<file path="src/rtl/bps_pkg.sv">
// Shared types for the buck protection sequencer.
package bps_pkg;

    // Sequencer state; the encoding is visible at the state_code port.
    typedef enum logic [2:0] {
        ST_RESET     = 3'd0,
        ST_CAPTURE   = 3'd1,
        ST_SOFTSTART = 3'd2,
        ST_RUN       = 3'd3,
        ST_HICCUP    = 3'd4,
        ST_OVP       = 3'd5,
        ST_SHUTDOWN  = 3'd6
    } seq_state_e;

endpackage

</file>
<file path="src/rtl/bps_tick_timer.sv">
// Down-counting tick timer shared by the capture window and both retry waits.
// Assumes: load is a single-cycle pulse on entry to a timed state and the
// load value is at least 1. expire pulses on the tick that ends the window.
module bps_tick_timer #(
    parameter int TMR_W = 10
) (
    input  logic             clk,
    input  logic             rst_n,
    input  logic             load,
    input  logic [TMR_W-1:0] load_val,
    input  logic             tick,
    output logic             expire
);

    logic [TMR_W-1:0] cnt_q;

    // Load a new window, otherwise count ticks down to zero.
    always_ff @(posedge clk) begin
        if (!rst_n) begin
            cnt_q <= '0;
        end else if (load) begin
            cnt_q <= load_val;
        end else if (tick && (cnt_q != '0)) begin
            cnt_q <= cnt_q - 1'b1;
        end
    end

    // The window ends on the tick that takes the count from one to zero.
    always_comb begin
        expire = tick && (cnt_q == TMR_W'(1));
    end

endmodule

</file>
<file path="src/rtl/bps_ramp.sv">
// Soft-start reference ramp. Counts up one code per tick while soft-start is
// active, is held at zero otherwise, and reports when it has passed the
// regulation target. The reference presented outward saturates at the target.
// Assumes: REF_LEVEL + 1 fits in RAMP_W bits.
module bps_ramp #(
    parameter int RAMP_W    = 8,
    parameter int REF_LEVEL = 200
) (
    input  logic              clk,
    input  logic              rst_n,
    input  logic              ss_active,
    input  logic              run_active,
    input  logic              tick,
    output logic              ramp_done,
    output logic [RAMP_W-1:0] ref_out
);

    localparam logic [RAMP_W-1:0] TARGET = RAMP_W'(REF_LEVEL);

    logic [RAMP_W-1:0] ramp_q;

    // Ramp register: cleared outside soft-start, steps once per tick inside.
    always_ff @(posedge clk) begin
        if (!rst_n) begin
            ramp_q <= '0;
        end else if (!ss_active) begin
            ramp_q <= '0;
        end else if (tick && !ramp_done) begin
            ramp_q <= ramp_q + 1'b1;
        end
    end

    // Completion flag and saturated reference selection.
    always_comb begin
        ramp_done = (ramp_q > TARGET);
        if (run_active) begin
            ref_out = TARGET;
        end else if (ss_active) begin
            ref_out = ramp_done ? TARGET : ramp_q;
        end else begin
            ref_out = '0;
        end
    end

endmodule

</file>
<file path="src/rtl/bps_fsm.sv">
// Protection state machine. Arbitrates supply, over-voltage, shutdown,
// over-current and under-voltage in that priority and requests timed windows
// from the shared timer. Assumes all flag inputs are already synchronous.
module bps_fsm
    import bps_pkg::*;
#(
    parameter int TMR_W    = 10,
    parameter int CAP_TICKS = 4,
    parameter int UV_WAIT   = 40,
    parameter int OC_WAIT   = 804
) (
    input  logic             clk,
    input  logic             rst_n,
    input  logic             supply_above_rise,
    input  logic             supply_below_fall,
    input  logic             fb_over,
    input  logic             fb_under,
    input  logic             oc_trip,
    input  logic             sd_request,
    input  logic             tmr_expire,
    input  logic             ramp_done,
    output seq_state_e       state_q,
    output logic             tmr_load,
    output logic [TMR_W-1:0] tmr_val,
    output logic             uv_cause_q,
    output logic             pre_ovp_q
);

    localparam logic [TMR_W-1:0] CAP_V = TMR_W'(CAP_TICKS);
    localparam logic [TMR_W-1:0] UV_V  = TMR_W'(UV_WAIT);
    localparam logic [TMR_W-1:0] OC_V  = TMR_W'(OC_WAIT);

    seq_state_e state_n;
    logic       enter_uv;
    logic       entering_hiccup;

    // Next-state selection in priority order.
    always_comb begin
        state_n  = state_q;
        enter_uv = 1'b0;
        if (supply_below_fall) begin
            state_n = ST_RESET;
        end else begin
            case (state_q)
                ST_RESET: begin
                    if (supply_above_rise) state_n = ST_CAPTURE;
                end
                ST_OVP: begin
                    state_n = ST_OVP;
                end
                ST_CAPTURE: begin
                    if (fb_over)         state_n = ST_OVP;
                    else if (tmr_expire) state_n = ST_SOFTSTART;
                end
                ST_SOFTSTART: begin
                    if (fb_over)         state_n = ST_OVP;
                    else if (sd_request) state_n = ST_SHUTDOWN;
                    else if (oc_trip)    state_n = ST_HICCUP;
                    else if (ramp_done)  state_n = ST_RUN;
                end
                ST_RUN: begin
                    if (fb_over)         state_n = ST_OVP;
                    else if (sd_request) state_n = ST_SHUTDOWN;
                    else if (oc_trip)    state_n = ST_HICCUP;
                    else if (fb_under) begin
                        state_n  = ST_HICCUP;
                        enter_uv = 1'b1;
                    end
                end
                ST_HICCUP: begin
                    if (fb_over)         state_n = ST_OVP;
                    else if (sd_request) state_n = ST_SHUTDOWN;
                    else if (tmr_expire) state_n = ST_SOFTSTART;
                end
                ST_SHUTDOWN: begin
                    if (fb_over)          state_n = ST_OVP;
                    else if (!sd_request) state_n = ST_SOFTSTART;
                end
                default: begin
                    state_n = ST_RESET;
                end
            endcase
        end
    end

    // Timer request on entry to a timed state, with the window for its cause.
    always_comb begin
        entering_hiccup = (state_n == ST_HICCUP) && (state_q != ST_HICCUP);
        tmr_load = entering_hiccup ||
                   ((state_n == ST_CAPTURE) && (state_q != ST_CAPTURE));
        if (state_n == ST_CAPTURE) begin
            tmr_val = CAP_V;
        end else if (enter_uv) begin
            tmr_val = UV_V;
        end else begin
            tmr_val = OC_V;
        end
    end

    // State register.
    always_ff @(posedge clk) begin
        if (!rst_n) begin
            state_q <= ST_RESET;
        end else begin
            state_q <= state_n;
        end
    end

    // Records whether the current retry wait was caused by under-voltage.
    always_ff @(posedge clk) begin
        if (!rst_n) begin
            uv_cause_q <= 1'b0;
        end else if (entering_hiccup) begin
            uv_cause_q <= enter_uv;
        end
    end

    // Pre-power-on over-voltage hold, kept only while the next state is RESET.
    always_ff @(posedge clk) begin
        if (!rst_n) begin
            pre_ovp_q <= 1'b0;
        end else if (state_n == ST_RESET) begin
            pre_ovp_q <= pre_ovp_q | fb_over;
        end else begin
            pre_ovp_q <= 1'b0;
        end
    end

endmodule

</file>
<file path="src/rtl/buck_prot_seq.sv">
// Buck converter protection sequencer top. Ties the state machine, the
// shared tick timer and the soft-start ramp together and decodes the gate
// control and status outputs from the sequencer state.
// Assumes: tick is a single-cycle pulse, inputs are synchronous to clk.
module buck_prot_seq
    import bps_pkg::*;
#(
    parameter int RAMP_W        = 8,
    parameter int REF_LEVEL     = 200,
    parameter int CAP_TICKS     = 4,
    parameter int UV_WAIT_TICKS = 40,
    parameter int OC_RETRY_MULT = 4
) (
    input  logic              clk,
    input  logic              rst_n,
    input  logic              tick,
    input  logic              supply_above_rise,
    input  logic              supply_below_fall,
    input  logic              fb_over,
    input  logic              fb_under,
    input  logic              oc_trip,
    input  logic              sd_request,
    output logic              pwm_en,
    output logic              gates_off,
    output logic              lowside_on,
    output logic              lowside_float,
    output logic              ocp_sample,
    output logic [RAMP_W-1:0] ref_level,
    output logic [2:0]        state_code,
    output logic              ovp_flag,
    output logic              hiccup_uv
);

    localparam int SS_TICKS = REF_LEVEL + 1;
    localparam int OC_WAIT  = OC_RETRY_MULT * SS_TICKS;
    localparam int MAX_AB   = (CAP_TICKS > UV_WAIT_TICKS) ? CAP_TICKS : UV_WAIT_TICKS;
    localparam int TMR_MAX  = (MAX_AB > OC_WAIT) ? MAX_AB : OC_WAIT;
    localparam int TMR_W    = $clog2(TMR_MAX + 1);

    seq_state_e       state;
    logic             tmr_load;
    logic [TMR_W-1:0] tmr_val;
    logic             tmr_expire;
    logic             ramp_done;
    logic             uv_cause;
    logic             pre_ovp;
    logic             ss_active;
    logic             run_active;

    bps_fsm #(
        .TMR_W     (TMR_W),
        .CAP_TICKS (CAP_TICKS),
        .UV_WAIT   (UV_WAIT_TICKS),
        .OC_WAIT   (OC_WAIT)
    ) u_fsm (
        .clk               (clk),
        .rst_n             (rst_n),
        .supply_above_rise (supply_above_rise),
        .supply_below_fall (supply_below_fall),
        .fb_over           (fb_over),
        .fb_under          (fb_under),
        .oc_trip           (oc_trip),
        .sd_request        (sd_request),
        .tmr_expire        (tmr_expire),
        .ramp_done         (ramp_done),
        .state_q           (state),
        .tmr_load          (tmr_load),
        .tmr_val           (tmr_val),
        .uv_cause_q        (uv_cause),
        .pre_ovp_q         (pre_ovp)
    );

    bps_tick_timer #(
        .TMR_W (TMR_W)
    ) u_timer (
        .clk      (clk),
        .rst_n    (rst_n),
        .load     (tmr_load),
        .load_val (tmr_val),
        .tick     (tick),
        .expire   (tmr_expire)
    );

    bps_ramp #(
        .RAMP_W    (RAMP_W),
        .REF_LEVEL (REF_LEVEL)
    ) u_ramp (
        .clk        (clk),
        .rst_n      (rst_n),
        .ss_active  (ss_active),
        .run_active (run_active),
        .tick       (tick),
        .ramp_done  (ramp_done),
        .ref_out    (ref_level)
    );

    // Output decode from the sequencer state.
    always_comb begin
        ss_active     = (state == ST_SOFTSTART);
        run_active    = (state == ST_RUN);
        pwm_en        = ss_active || run_active;
        lowside_on    = (state == ST_OVP) || pre_ovp;
        gates_off     = !pwm_en && !lowside_on;
        lowside_float = (state == ST_CAPTURE);
        ocp_sample    = (state == ST_CAPTURE);
        ovp_flag      = (state == ST_OVP);
        hiccup_uv     = (state == ST_HICCUP) && uv_cause;
        state_code    = state;
    end

endmodule

</file>
<file path="config.mk">
export PLATFORM = sky130hd
export DESIGN_NAME = buck_prot_seq
export DESIGN_NICKNAME = d
export VERILOG_FILES = /design/src/rtl/bps_pkg.sv /design/src/rtl/bps_tick_timer.sv /design/src/rtl/bps_ramp.sv /design/src/rtl/bps_fsm.sv /design/src/rtl/buck_prot_seq.sv
export SDC_FILE = /design/constraint.sdc
export NUM_CORES = 1
export LEC_CHECK = 0
export ABC_CLOCK_PERIOD_IN_PS = 2600
export BUFFER_PORTS_ARGS = -buffer_cell sky130_fd_sc_hd__buf_4
export CAP_MARGIN = 15
export CORE_MARGIN = 4
export CORE_UTILIZATION = 30
export DETAILED_ROUTE_END_ITERATION = 8
export GPL_ROUTABILITY_DRIVEN = 1
export PLACE_DENSITY_LB_ADDON = 0.12
export SKIP_LAST_GASP = 1
export SLEW_MARGIN = 15
export SYNTH_ARGS = -nofsm -noshare
export SYNTH_HDL_FRONTEND = slang
export SYNTH_SLANG_ARGS = --single-unit
</file>
<file path="constraint.sdc">
create_clock -name clk -period 2.6 [get_ports clk]
set_input_delay 0.52 -clock clk [delete_from_list [all_inputs] [get_ports clk]]
set_output_delay 0.52 -clock clk [all_outputs]
set_load 0.02 [all_outputs]
</file>
======== Word level (Yosys, flattened, before mapping) ========
Cells that the tools add are included.
storage, ports and cells
  input bits .............................. 9
  output and inout bits ................... 18
  flip-flop bits (word level) ............. 23
cells by class
  magnitude comparators ................... 1
  reduce and logical (&&, ||, !) cells .... 19
  eq/ne operators ......................... 11
  bitwise gates (word level) .............. 1
  multiplexer cells ....................... 30
  add/sub/neg operators ................... 2
operators by type and width
  cell                   number
  $mux 3                 16
  $mux 10                4
  $mux 8                 3
  $pmux 3 s7             1
  $eq 3x3->1 const B     4
  $eq 10x1->1 const B    1
  $reduce_bool 10->1     1
  $sub 10x1->10 const B  1
  $add 8x1->8 const B    1
  $gt 8x8->1 const B     1
  $logic_and 1x1->1      7
  $eq 3x1->1 const B     2
  $eq 3x2->1 const B     2
  $logic_not 3->1        2
  $mux 1                 6
  $reduce_and 2->1       2
  $logic_not 1->1        3
  $logic_or 1x1->1       3
  $ne 3x1->1 const B     1
  $ne 3x3->1 const B     1
  $reduce_bool 2->1      1
  $or 1x1->1             1

======== Depth between registers and ports, before layout ========
  depth after elaboration ................. 11
  mapped depth ............................ 9

======== Modules after synthesis ========
Synthesis repeated with hierarchy kept, for this count alone.
second synthesis, totals
  cell total of the unflattened synthesis .. 218
  area, all modules ....................... 1828.0 µm²
by module, submodules not included
  module          sequential area each (µm²)  area each (µm²)  times used  cells each
  bps_tick_timer  200.2                       663.1            1           73
  bps_ramp        160.2                       569.3            1           68
  bps_fsm         100.1                       526.8            1           68
  buck_prot_seq   0.0                         68.8             1           9

======== Worst setup path before layout ========
No wires, ideal clock.
  kind .................................... reg2reg
  start point ............................. register u_ramp.ramp_q[0]
  end point ............................... register u_timer.cnt_q[9]
  buffers on the path ..................... 0
  path slack .............................. 0.368 ns
  period minus slack after synthesis ...... 2.232 ns
  cell stages (with the launch flop) ...... 10
  data arrival time ....................... 2.172 ns
  data required time ...................... 2.540 ns
  cell sequence ........................... dfxtp_1 -> inv_1 -> ha_1 -> nand2b_4 -> a2111oi_2 -> nor4_1 -> a211oi_2 -> or4b_4 -> o22ai_1 -> o311a_1
between the ends
  word-level cells in the longest chain between the ends .. 11
RTL lines
  item                                                 RTL line                                     text
  start, declared                                      bps_ramp.sv:20                               logic [RAMP_W-1:0] ramp_q;
  start signal, assigned                               bps_ramp.sv:29                               ramp_q <= ramp_q + 1'b1;
  $gt 8x8->1 (*)                                       bps_ramp.sv:35                               ramp_done = (ramp_q > TARGET);
  $mux 3 (*)                                           bps_fsm.sv:59                                else if (ramp_done) state_n = ST_RUN;
  $mux 3 (*)                                           bps_fsm.sv:58                                else if (oc_trip) state_n = ST_HICCUP;
  $mux 3 (*)                                           bps_fsm.sv:57                                else if (sd_request) state_n = ST_SHUTDOWN;
  $mux 3 (*)                                           bps_fsm.sv:56                                if (fb_over) state_n = ST_OVP;
  $pmux 3 s7 (*)                                       bps_fsm.sv:44                                case (state_q)
  $mux 3 (*)                                           bps_fsm.sv:41                                if (supply_below_fall) begin
  $eq 3x3->1 / $eq 3x1->1 (equally long branches)      bps_fsm.sv:88, bps_fsm.sv:90, bps_fsm.sv:91
  $logic_and 1x1->1 (on tied branches)                 bps_fsm.sv:88, bps_fsm.sv:90
  $logic_or 1x1->1                                     bps_fsm.sv:89                                tmr_load = entering_hiccup ||
  $mux 10 / $reduce_bool 2->1 (equally long branches)  n/a
  end signal, assigned                                 bps_tick_timer.sv:22                         cnt_q <= load_val;
  end signal, assigned                                 bps_tick_timer.sv:24                         cnt_q <= cnt_q - 1'b1;
  end, declared                                        bps_tick_timer.sv:15                         logic [TMR_W-1:0] cnt_q;
Mark *: on every way between the ends. The rest lies on a longest branch, timed or not.
A chain may end at the register's enable or synchronous reset.

======== Final worst setup path ========
  start point ............................. register u_ramp.ramp_q[0]
  end point ............................... output port ref_level[5]
between the ends
  word-level cells in the longest chain between the ends .. 4
RTL lines
  item           RTL line             text
  $gt 8x8->1     bps_ramp.sv:35
  $mux 8         bps_ramp.sv:39       ref_out = ramp_done ? TARGET : ramp_q;
  $mux 8         bps_ramp.sv:38       end else if (ss_active) begin
  $mux 8         bps_ramp.sv:36       if (run_active) begin
  end, declared  buck_prot_seq.sv:28  output logic [RAMP_W-1:0] ref_level,
No other way between the ends.

==> impl_results.md <==
* Outcome: complete, no violations
* I/O Buffers at 26
* R2R depth at 9
* Crit-path max FO at 6
* WHS Path Cells at 2
* Worst-margin pin slew at 0.685 ns
* Fin. Hold Viols at 0
* Headroom to the max-slew limit at 53.9%
* Synthesized cell area at 0.00147 sq mm
* Register bit count reported by yosys at 23
* Reg-to-reg critical path endpoint: u_timer.cnt_q[9]
* Syn_area_per_cell at 8.00 sq um
* Total die area at 0.00609 sq mm
* Root buffer cell: clkbuf_8
* Pint at 0.000872 W
* Initial antenna violation count at 0
* Vias in the first global route at 1425
* CP Buf/Inv Count at 2
* Synth unique cells at 45
* Drt drc at 0
* H-tree depth at 1
* Crit end category: primary output
* First-pass GRT wire length at 6490 um
* Critical R2R Launch: u_ramp.ramp_q[0]
* P&R area growth vs syn at 23.5%
* Grt ovf at 0
* Crit path launch type: flip-flop
* Number of synthesized flops with an enable pin at 0
* Clk_lat worst skew at 0.27 ns
* Max cap viols at 0
* Crit path cell chain: inv_1 -> ha_1 -> nand2b_4 -> a2111oi_4 -> nor2_2 -> nor2_1 -> and2_1 -> buf_4
* Syn Nets at 198
* CTS tree: yes
* HPWL after detailed placement at 2910 um
* Unrepaired setup endpoints after global routing: false
* Sw Ratio at 39.8%
* Die height at 78.1 um
* Share of cells above drive strength 1 at 22.2%
* Clock power frac at 16.3%
* Fillers at 508
* Fin Clk Skew at 0.00391 ns
* Sequential cell area at 460 sq um
* Critical path's slowest cell: dfxtp_1
* Pins Over Slew Limit at 0
* Pin count of the biggest net entering global routing at 18
* # IOs at 27
* Drt first pass iters at 4
* DP Area at 0.00175 sq mm
* WL final at 3790 um
* Part of the Yosys area used for sequential elements at 31.3%
* Setup violators final at 0
* Fin util at 38.3%
* PwrDens at 797 mW/mm^2
* Predominant post-synthesis flop cell: dfxtp_1
* Synth async-reset ratio at 0%
* Crit Path Class: flip-flop to primary output
* Final critical-path setup slack at 0.182 ns
* Leak at 0.731 nW
* Vias post-DR at 1407
* CTS clk-pin slew, worst paths at 0.09 ns
* Hold WC Path Type: flip-flop to flip-flop
* Drt via density at 5.04
* Delay-heaviest family, CP: simple AND/OR/NAND/NOR gates
* GP Congestion at 0.846
* ANT cells at 0
* Total Routing Usage GR at 12.9%
* Wire per inst at 13.6 um
* Initial Util at 31.0%
* Worst path required time at 2.08 ns
* Hold_buf cts at 0
* Endpoint, Worst Hold: u_fsm.uv_cause_q
* Top cells by area, synth: dfxtp_1 (31%), nor2_1 (7.9%), xnor2_1 (4.8%), ha_1 (4.2%), xor2_1 (3.6%)
* Clk sinks at 23
* Crit path time final at 2.42 ns
* Final worst-path cycle share at 93.0%
* Internal reg-to-reg setup slack at 0.22 ns
* Pre-CTS WS at 0.164 ns
* Flop pwr share at 36.6%
* Top cells by count, synth: nor2_1 (31), dfxtp_1 (23), nand2_1 (11)
* Combinational power share at 47.1%
* Max VDD drop at 0.568 mV
* Area of the multi-input gates at 966 sq um
* Area share of the largest cell type after synthesis at 31.3%
* Fmax at 414 MHz
* Core Region at 0.00475 sq mm
* Yosys warns at 0
* Most common cell in the netlist: nor2_1
* Num CTS Buffers at 3
* Nets at 227
* Max stage delay on crit path at 0.38 ns
* Dominant cell type by area after synthesis: dfxtp_1
* Die X at 78.1 um
* 1st-iter DRT viols at 132
* WHS at 0.523 ns
* CTS Buffer Depth at 2
* Hold Crit Start: u_fsm.uv_cause_q
* Finished Cell Area at 0.00182 sq mm
* Placement Rows at 25
* Psw at 0.000577 W
* Setup TNS at 0 ns
* Routed Antenna Nets at 0
* Critical Path AT at 1.90 ns
* Gate count after technology mapping at 184
[per-stage QoR]
step / power, W / instances
2_1_floorplan: 0.00108 / 184
3_3_place_gp: 0.00120 / 275
3_5_place_dp: 0.00122 / 275
4_1_cts: 0.00147 / 279
5_1_grt: 0.00157 / 279
6_report: 0.00145 / 279
[layout make-up]
type / count / share of cell area (%)
multi-input combinational: 145 / 53.1
sequential: 23 / 25.3
timing repair buffer: 30 / 12.4
tap: 67 / 4.61
clock buffer: 3 / 2.27
inverter: 10 / 2.06
clock inverter: 1 / 0.275
[metal layers]
metal  share of wire (%)  global-route usage, %
met1                  49                   17.3
met2                  44                   20.3
met3                 5.0                   3.44
met4                 1.7                   4.02
met5                   0                      0
[power by group through the flow]
stage | combinational (W) | clock [W] | sequential (W)
after CTS | 0.000687 | 0.000247 | 0.000531
after floorplan | 0.000559 | 0 | 0.000520
final | 0.000683 | 0.000236 | 0.000531
after detailed placement | 0.000682 | 0 | 0.000541
after global placement | 0.000671 | 0 | 0.000533
after global routing | 0.000765 | 0.000261 | 0.000544
[placed cells by master, fill, tap and decap left out, drive strengths merged, types with 3 or more instances in the layout]
master	count
o21ai	6
or2	3
nand2	11
clkbuf	3
nand3	9
nor2	31
nor4	5
inv	10
a211oi	4
nor3	4
and3	3
a21oi	10
and2	7
ha	5
nand4	4
nand2b	3
nor2b	3
xor2	6
xnor2	8
buf	30
dfxtp	23
[worst max-delay path by stage]
stage | from | end | slack [ns] | cells after the start
3_5_place_dp | u_ramp.ramp_q[0] | u_timer.cnt_q[9] | 0.16 | 9
2_1_floorplan | u_ramp.ramp_q[0] | u_timer.cnt_q[9] | 0.37 | 9
3_3_place_gp | u_ramp.ramp_q[0] | u_timer.cnt_q[1] | 0.21 | 9
6_report | u_ramp.ramp_q[0] | ref_level[5] | 0.18 | 8
4_1_cts | u_ramp.ramp_q[0] | ref_level[5] | 0.06 | 8
5_1_grt | u_ramp.ramp_q[0] | ref_level[5] | 0.03 | 8
[worst min-delay path, stage by stage, from the launching register on]
cell	delay (ns)
dfxtp_1	0.32
a21oi_1	0.12
nor2b_1	0.05
[logic make-up after synthesis]
kind of cell | count (synthesis) | share of synthesized area, %
and+or+nand+nor | 92 | 34.3
buffers and inverters | 16 | 4.59
muxes | 2 | 1.36
adders and majority gates | 5 | 4.25
xor gates and xnor gates | 14 | 8.33
DFF | 23 | 31.3
AOI/OAI and AO/OA | 32 | 15.9
[registers in the layout, indices dropped and copies added (netlist names)]
signal and cells:
u_fsm.pre_ovp_q 1, u_fsm.state_q 3, u_fsm.uv_cause_q 1, u_ramp.ramp_q 8, u_timer.cnt_q 10
[repair_timing]
item	CTS	global route
gates resized for setup	0	3
setup endpoints to repair	0	11
buffers inserted	0	0
Power figures use the tool's default switching activity.
